### config.mk
export PLATFORM = sky130hd
export DESIGN_NAME = irq_fanout_hub
export DESIGN_NICKNAME = d
export VERILOG_FILES = /design/src/rtl/irqhub_pkg.sv /design/src/rtl/irqhub_ctrl.sv /design/src/rtl/irqhub_dpath.sv /design/src/rtl/irq_fanout_hub.sv
export SDC_FILE = /design/constraint.sdc
export NUM_CORES = 1
export LEC_CHECK = 0
export BUFFER_PORTS_ARGS = -buffer_cell sky130_fd_sc_hd__buf_4
export CORE_MARGIN = 3
export CORE_UTILIZATION = 56
export CTS_CLUSTER_DIAMETER = 200
export DETAILED_ROUTE_END_ITERATION = 8
export GPL_TIMING_DRIVEN = 1
export PLACE_DENSITY = 0.79
export SYNTH_ARGS = -nofsm -noshare
export SYNTH_HDL_FRONTEND = slang
export SYNTH_HIERARCHICAL = 1
export SYNTH_SLANG_ARGS = --single-unit
### constraint.sdc
create_clock -name clk -period 4.6 [get_ports clk]
set_clock_uncertainty 0.15 [all_clocks]
set_input_delay 0.23 -clock clk [delete_from_list [all_inputs] [get_ports clk]]
set_output_delay 0.23 -clock clk [all_outputs]
set_load 0.05 [all_outputs]
### src/rtl/irqhub_pkg.sv
package irqhub_pkg;

  localparam int CORE_CNT   = 2;
  localparam int CORE_IDX_W = (CORE_CNT > 1) ? $clog2(CORE_CNT) : 1;

  // byte offsets; software decodes these, so they stay fixed
  localparam int STAT_OFS   = 'h00;
  localparam int INT_BASE   = 'h10;
  localparam int MCK_BASE   = 'h18;
  localparam int REG_STRIDE = 4;

  typedef enum logic [1:0] {
    RD_NONE = 2'd0,
    RD_STAT = 2'd1,
    RD_INT  = 2'd2,
    RD_MCK  = 2'd3
  } rd_sel_e;

  typedef struct packed {
    logic [CORE_CNT-1:0]   intWe;
    logic [CORE_CNT-1:0]   mckWe;
    rd_sel_e               rdSel;
    logic [CORE_IDX_W-1:0] rdCore;
  } hub_strobe_t;

endpackage

### src/rtl/irqhub_ctrl.sv
module irqhub_ctrl
  import irqhub_pkg::*;
#(
  parameter int ADDR_W = 8
) (
  input  logic              clk,
  input  logic              rst_n,
  input  logic [ADDR_W-1:0] regAddr,
  input  logic              regWe,
  output hub_strobe_t       strb
);

  always_comb begin
    strb       = '0;
    strb.rdSel = RD_NONE;
    if (regAddr == ADDR_W'(STAT_OFS)) begin
      strb.rdSel = RD_STAT;
    end
    for (int c = 0; c < CORE_CNT; c++) begin
      if (regAddr == ADDR_W'(INT_BASE + REG_STRIDE * c)) begin
        strb.intWe[c] = regWe;
        strb.rdSel    = RD_INT;
        strb.rdCore   = CORE_IDX_W'(c);
      end
      if (regAddr == ADDR_W'(MCK_BASE + REG_STRIDE * c)) begin
        strb.mckWe[c] = regWe;
        strb.rdSel    = RD_MCK;
        strb.rdCore   = CORE_IDX_W'(c);
      end
    end
  end

  // at most one mask register is written per cycle
  a_r8_single_target: assert property (@(posedge clk) disable iff (!rst_n)
    $onehot0({strb.intWe, strb.mckWe}));

  // no write strobe without a bus write
  a_r8_no_stray_write: assert property (@(posedge clk) disable iff (!rst_n)
    !regWe |-> ({strb.intWe, strb.mckWe} == '0));

endmodule

### src/rtl/irqhub_dpath.sv
module irqhub_dpath
  import irqhub_pkg::*;
#(
  parameter int SRC_W       = 32,
  parameter int LIVE_SRC    = 17,
  parameter int SYNC_STAGES = 2
) (
  input  logic               clk,
  input  logic               rst_n,
  input  logic [SRC_W-1:0]   irqIn,
  input  logic [SRC_W-1:0]   regWdata,
  input  hub_strobe_t        strb,
  output logic [SRC_W-1:0]   rdData,
  output logic [CORE_CNT-1:0] coreIrq,
  output logic [CORE_CNT-1:0] coreMck
);

  logic [SRC_W-1:0] liveMask;
  logic [SRC_W-1:0] syncQ [SYNC_STAGES];
  logic [SRC_W-1:0] statusQ;
  logic [SRC_W-1:0] intMaskQ [CORE_CNT];
  logic [SRC_W-1:0] mckMaskQ [CORE_CNT];

  // wired source positions
  genvar b;
  generate
    for (b = 0; b < SRC_W; b++) begin : g_live
      assign liveMask[b] = (b < LIVE_SRC);
    end
  endgenerate

  // synchronizer chain
  genvar s;
  generate
    for (s = 0; s < SYNC_STAGES; s++) begin : g_sync
      if (s == 0) begin : g_first
        always_ff @(posedge clk or negedge rst_n) begin
          if (!rst_n) syncQ[0] <= '0;
          else        syncQ[0] <= irqIn & liveMask;
        end
      end else begin : g_next
        always_ff @(posedge clk or negedge rst_n) begin
          if (!rst_n) syncQ[s] <= '0;
          else        syncQ[s] <= syncQ[s-1];
        end
      end
    end
  endgenerate

  assign statusQ = syncQ[SYNC_STAGES-1];

  // per-core mask registers and output flops
  genvar c;
  generate
    for (c = 0; c < CORE_CNT; c++) begin : g_core
      always_ff @(posedge clk or negedge rst_n) begin
        if (!rst_n) begin
          intMaskQ[c] <= '0;
          mckMaskQ[c] <= '0;
          coreIrq[c]  <= 1'b0;
          coreMck[c]  <= 1'b0;
        end else begin
          if (strb.intWe[c]) intMaskQ[c] <= regWdata;
          if (strb.mckWe[c]) mckMaskQ[c] <= regWdata;
          coreIrq[c] <= |(statusQ & intMaskQ[c]);
          coreMck[c] <= |(statusQ & mckMaskQ[c]);
        end
      end

      a_r3_int_write: assert property (@(posedge clk) disable iff (!rst_n)
        strb.intWe[c] |=> (intMaskQ[c] == $past(regWdata)));

      a_r4_mck_write: assert property (@(posedge clk) disable iff (!rst_n)
        strb.mckWe[c] |=> (mckMaskQ[c] == $past(regWdata)));

      a_r8_int_hold: assert property (@(posedge clk) disable iff (!rst_n)
        !strb.intWe[c] |=> $stable(intMaskQ[c]));

      a_r8_mck_hold: assert property (@(posedge clk) disable iff (!rst_n)
        !strb.mckWe[c] |=> $stable(mckMaskQ[c]));

      a_r7_irq_release: assert property (@(posedge clk) disable iff (!rst_n)
        ((statusQ & intMaskQ[c]) == '0) |=> !coreIrq[c]);

      a_r7_mck_release: assert property (@(posedge clk) disable iff (!rst_n)
        ((statusQ & mckMaskQ[c]) == '0) |=> !coreMck[c]);
    end
  endgenerate

  // read mux
  always_comb begin
    unique case (strb.rdSel)
      RD_STAT: rdData = statusQ;
      RD_INT:  rdData = intMaskQ[strb.rdCore];
      RD_MCK:  rdData = mckMaskQ[strb.rdCore];
      default: rdData = '0;
    endcase
  end

  a_r2_reserved_zero: assert property (@(posedge clk) disable iff (!rst_n)
    ((statusQ & ~liveMask) == '0));

endmodule

### src/rtl/irq_fanout_hub.sv
module irq_fanout_hub
  import irqhub_pkg::*;
#(
  parameter int SRC_W       = 32,
  parameter int LIVE_SRC    = 17,
  parameter int ADDR_W      = 8,
  parameter int SYNC_STAGES = 2
) (
  input  logic                clk,
  input  logic                rst_n,
  input  logic [SRC_W-1:0]    irqIn,
  input  logic [ADDR_W-1:0]   regAddr,
  input  logic                regWe,
  input  logic [SRC_W-1:0]    regWdata,
  output logic [SRC_W-1:0]    regRdata,
  output logic [CORE_CNT-1:0] coreIrq,
  output logic [CORE_CNT-1:0] coreMck
);

  hub_strobe_t strb;

  irqhub_ctrl #(.ADDR_W(ADDR_W)) ctrl_i (
    .clk     (clk),
    .rst_n   (rst_n),
    .regAddr (regAddr),
    .regWe   (regWe),
    .strb    (strb)
  );

  irqhub_dpath #(
    .SRC_W       (SRC_W),
    .LIVE_SRC    (LIVE_SRC),
    .SYNC_STAGES (SYNC_STAGES)
  ) dpath_i (
    .clk      (clk),
    .rst_n    (rst_n),
    .irqIn    (irqIn),
    .regWdata (regWdata),
    .strb     (strb),
    .rdData   (regRdata),
    .coreIrq  (coreIrq),
    .coreMck  (coreMck)
  );

  // unmapped reads return zero
  a_r8_unmapped_read: assert property (@(posedge clk) disable iff (!rst_n)
    (strb.rdSel == RD_NONE) |-> (regRdata == '0));

  // reserved status bits read zero at the port
  a_r2_port_reserved: assert property (@(posedge clk) disable iff (!rst_n)
    (regAddr == ADDR_W'(STAT_OFS)) |-> ((regRdata >> LIVE_SRC) == '0));

endmodule

* After elaboration in Yosys (flattened, before gate mapping)
Cells that the tools add are included.
Storage, ports and cells: flip-flop bits (word level) 166, input port bits 75, output and inout bits 36
Cells by class: magnitude comparators 1, eq/ne operators 7, mux-type cells 15, bitwise logic cells 5, reduce and logical (&&, ||, !) cells 5
Operator list (count):
- 32-bit two-way mux | 6
- 17-bit by 32-bit bitwise AND with 32-bit output | 4
- 32-bit OR reduction | 4
- 32-bit case mux with 3 select lines | 1
- 8-bit by 5-bit == test with 1-bit output, second input constant | 4
- 3-bit two-way mux | 3
- 8-bit logical NOT | 1
- 2-bit == test, second input constant | 2
- 1-bit two-way mux | 4
- 4-bit two-way mux | 1
- 2-bit by 1-bit == test with 1-bit output, second input constant | 1
- 2-bit greater-or-equal comparator, second input constant | 1
- 1-bit inverter with 2-bit output | 1

* Depth between registers and ports, before layout
word-level depth 11, depth in mapped cells 10, gate-level depth less buffers 6

* Cells and area by module
The synthesis kept the hierarchy.
Modules (own cells, without submodules):
- irqhub_dpath | instances 1, cells an instance 485, area an instance 7166.9 µm²
- irqhub_ctrl | instances 1, cells an instance 15, area an instance 118.9 µm²

* Least setup slack after synthesis
Ideal clock, no wire load.
kind input to output, from input port regAddr[7], to output port regRdata[0], data arrival time 2.711 ns, required time 4.220 ns, setup slack 1.509 ns, cell stages on the path 8, path buffers 4, path through or3_1 buf_6 nor4_1 buf_6 buf_8 buf_4 mux2i_1 o21ai_0
RTL lines:
- from (decl) | line irq_fanout_hub.sv:12 | input logic [ADDR_W-1:0] regAddr,
- to (decl) | line irq_fanout_hub.sv:15 | output logic [SRC_W-1:0] regRdata,

==> flow_summary.toml <==
[grt]
overflow = 0
antenna_found_initial = 0
track_usage_pct = 24.4
grt_pass1_vias = 5257
grt_max_degree = 111
grt_pass1_wl_mm = 27.0

[placement]
dpl.hpwl_mm = 10.1
io_buffers = 95
place_congestion = 0.796

[power_and_ir_drop]
p_per_area_mw_per_mm2 = 357
pwr-share-comb_pct = 9.0
p_clk_share_pct = 42.7
power.total_mw = 3.30
leakage_nw = 4.25
p_sw_uw = 728
swShare_pct = 22.0
p_int_mw = 2.57
vdd_drop_max_v = 0.000214
seq_power_share_pct = 48.3

[die]
die_h_um = 120
fp.dieArea_mm2 = 0.0144
core_mm2 = 0.0127
io_pins = 111
die_w_um = 120
fp-row-count = 41
initial_core_util_pct = 57.5

[sta]
slew_headroom_pct = 35.1
max_freq_ghz = 0.326
rsz0062_at_grt = "false"
fin_crit_ns = 3.07
worstMarginPinSlew_ns = 0.973
setup_viol = 0
final-max-slew-violation-count = 0
min_period_over_period_pct = 66.6
finalHoldViolations = 0
setup_tns_ns = 0

[critical_path]
r2r-end = "dpath_i/coreIrq[1]$_DFF_PN0_"
reg2reg_depth = 4
critPathLaunchType = "input pin"
r2r_slack_ns = 2.97
worstPathMaxFanout = 49
critical_path_class = "input pin to output port"
setup.worst_path.end = "regRdata[17]"
endpoint_kind = "output port"
startpoint = "regAddr[7]"
cp.arrival_ns = 2.69
worstPathRequired_ns = 4.22
r2r_start = "dpath_i/statusQ[8]$_DFF_PN0_"

[worst_hold_path]
hold_depth = 0
holdCritPathClass = "flop to flop"

[yosys]
synth_fa_ha_area_share_pct = 0
synth_mux_area_share_pct = 29.1
synth_top_family_by_area = "multiplexers"
syn_nets = 575
syn_inst = 500
synth_cell_types = 31
synth.avg_cell_area_um2 = 14.6
yosys.area.top_type = "dfrtp_1"
seq_area_frac_synth_pct = 57.0
yosysWarnings = 6
netlist.area_leader.share_pct = 57.0
synth_area_leaders = "dfrtp_1, mux2_2, mux2i_1, mux4_2, o211ai_1"
synthArstFlopShare_pct = 100
synthTopCellsByCount = "dfrtp_1, mux2_2, mux2i_1, nand2_1"
synth_xor_area_share_pct = 0
synth-simple-area-share_pct = 4.29
yosys.cell_count.top_type = "dfrtp_1"
synth_ff_type = "dfrtp_1"
ys_ff_latch = 166
synth_area_mm2 = 0.00729
synth-edff-count = 0
synth_compound_area_share_pct = 6.77

[detailed_routing]
dr.pass1.iters = 5
wl_mm = 16.5
num_vias = 4814
vias_per_cell = 5.83
antenna_left = 0
drt_iter0_drc = 319
wl_per_cell_um = 20.0
drc = 0

[status]
status = "finished clean"

[cts]
clk_pin_slew_worst_paths_ns = 0.06
h-tree-depth = 4
ctsResizeCount = 0
tritoncts = "built"
tritoncts_num_sinks = 166
clkLatencyLatePin_ns = 0.43
clockRootBuffer = "clkbuf_16"
ctsLongestPathBuffers = 2
cts_buffers = 17

[run]
maxCapViolations = 0

[finish]
antennaDiodeCount = 0
syn_to_final_growth_pct = 27.0
nNetsFinal = 717
drive_above_1_share_pct = 41.3
[how the worst min path moves through the flow]
stage | from | to | slack (ns)
after floorplan | rst_n | dpath_i/coreIrq[0]$_DFF_PN0_ | -0.22
after global placement | dpath_i/syncQ[39]$_DFF_PN0_ | dpath_i/statusQ[7]$_DFF_PN0_ | 0.18
after detailed placement | dpath_i/syncQ[45]$_DFF_PN0_ | dpath_i/statusQ[13]$_DFF_PN0_ | 0.19
after CTS | dpath_i/syncQ[45]$_DFF_PN0_ | dpath_i/statusQ[13]$_DFF_PN0_ | 0.20
after global routing | dpath_i/syncQ[38]$_DFF_PN0_ | dpath_i/statusQ[6]$_DFF_PN0_ | 0.21
final | dpath_i/syncQ[45]$_DFF_PN0_ | dpath_i/statusQ[13]$_DFF_PN0_ | 0.20
[logic make-up after synthesis]
| kind of cell | Yosys count |
|---|---|
| compound gates | 67 |
| buf+inv | 33 |
| flops | 166 |
| mux | 177 |
| simple gates | 57 |
[power groups by stage]
stage	logic [mW]	registers, mW	clock network, mW
2_1_floorplan	0.101	1.64	0
3_3_place_gp	0.255	1.61	0
3_5_place_dp	0.265	1.62	0
4_1_cts	0.301	1.59	1.43
5_1_grt	0.321	1.60	1.51
6_report	0.298	1.59	1.41
[routing by layer]
| layer | global-route usage, % | share of wire, % | vias to the layer above |
|---|---|---|---|
| met4 | 11.5 | 2.0 | 0 |
| met2 | 39.9 | 51 | 123 |
| met5 | 0 | 0 | - |
| met1 | 31.7 | 44 | 2522 |
| li1 | - | - | 2146 |
| met3 | 4.62 | 3.8 | 23 |
[placed cells by master (no fill, tap or decap), types with 2 or more instances in the layout]
| cell type | instances |
|---|---|
| a22o_1 | 4 |
| nand2_1 | 24 |
| bufinv_16 | 2 |
| nand3_1 | 4 |
| a221oi_1 | 8 |
| mux2_2 | 119 |
| nor4_2 | 3 |
| mux4_2 | 14 |
| clkbuf_16 | 17 |
| o21ai_0 | 17 |
| clkbuf_1 | 6 |
| o211ai_1 | 17 |
| or3_1 | 2 |
| clkbuf_8 | 6 |
| nor4b_4 | 2 |
| and2_1 | 15 |
| and3_1 | 4 |
| mux2i_1 | 34 |
| a222oi_1 | 4 |
| dfrtp_1 | 166 |
| buf_4 | 103 |
| dlygate4sd3_1 | 50 |
| a22oi_1 | 16 |
| mux2_1 | 9 |
[repair_timing]
action                                 4_1_cts  5_1_grt
buffers inserted                             0        0
endpoints found under the hold margin      253        0
hold buffers                                50        0
[final cells by class]
cell class,instances,area (um^2)
Multi-Input combinational cell,301,2980
Tap cell,172,215
Sequential cell,166,4150
Clock buffer,29,531
Timing Repair Buffer,155,1310
Fill cell,839,3420
Clock inverter,2,60.1
Inverter,1,3.75
[stage by stage]
| step | cell area, um^2 | setup slack (ns) | util, % | hold WS [ns] | instances |
|---|---|---|---|---|---|
| 3_5_place_dp | 8160 | 1.53 | 64.4 | 0.187 | 745 |
| 4_1_cts | 9250 | 1.53 | 73.0 | 0.196 | 826 |
| 3_3_place_gp | 8160 | 1.53 | 64.4 | 0.181 | 745 |
| 5_1_grt | 9250 | 1.45 | 73.0 | 0.206 | 826 |
| 6_report | 9250 | 1.53 | 73.0 | 0.195 | 826 |
| 2_1_floorplan | 7290 | 1.51 | - | -0.216 | 500 |
[sequential cells by signal, summed over array words and instances, names as in the netlist]
signal / count
dpath_i/intMaskQ: 64
dpath_i/mckMaskQ: 64
dpath_i/statusQ: 17
dpath_i/syncQ: 17
dpath_i/coreIrq: 2
dpath_i/coreMck: 2
[worst max-delay path, stage by stage]
cell	delay (ns)
buf_4	0.11
or3_1	0.59
nor4_2	0.39
buf_12	0.39
mux4_2	0.55
and2_1	0.18
buf_4	0.19
(Power assumes the default switching activity.)
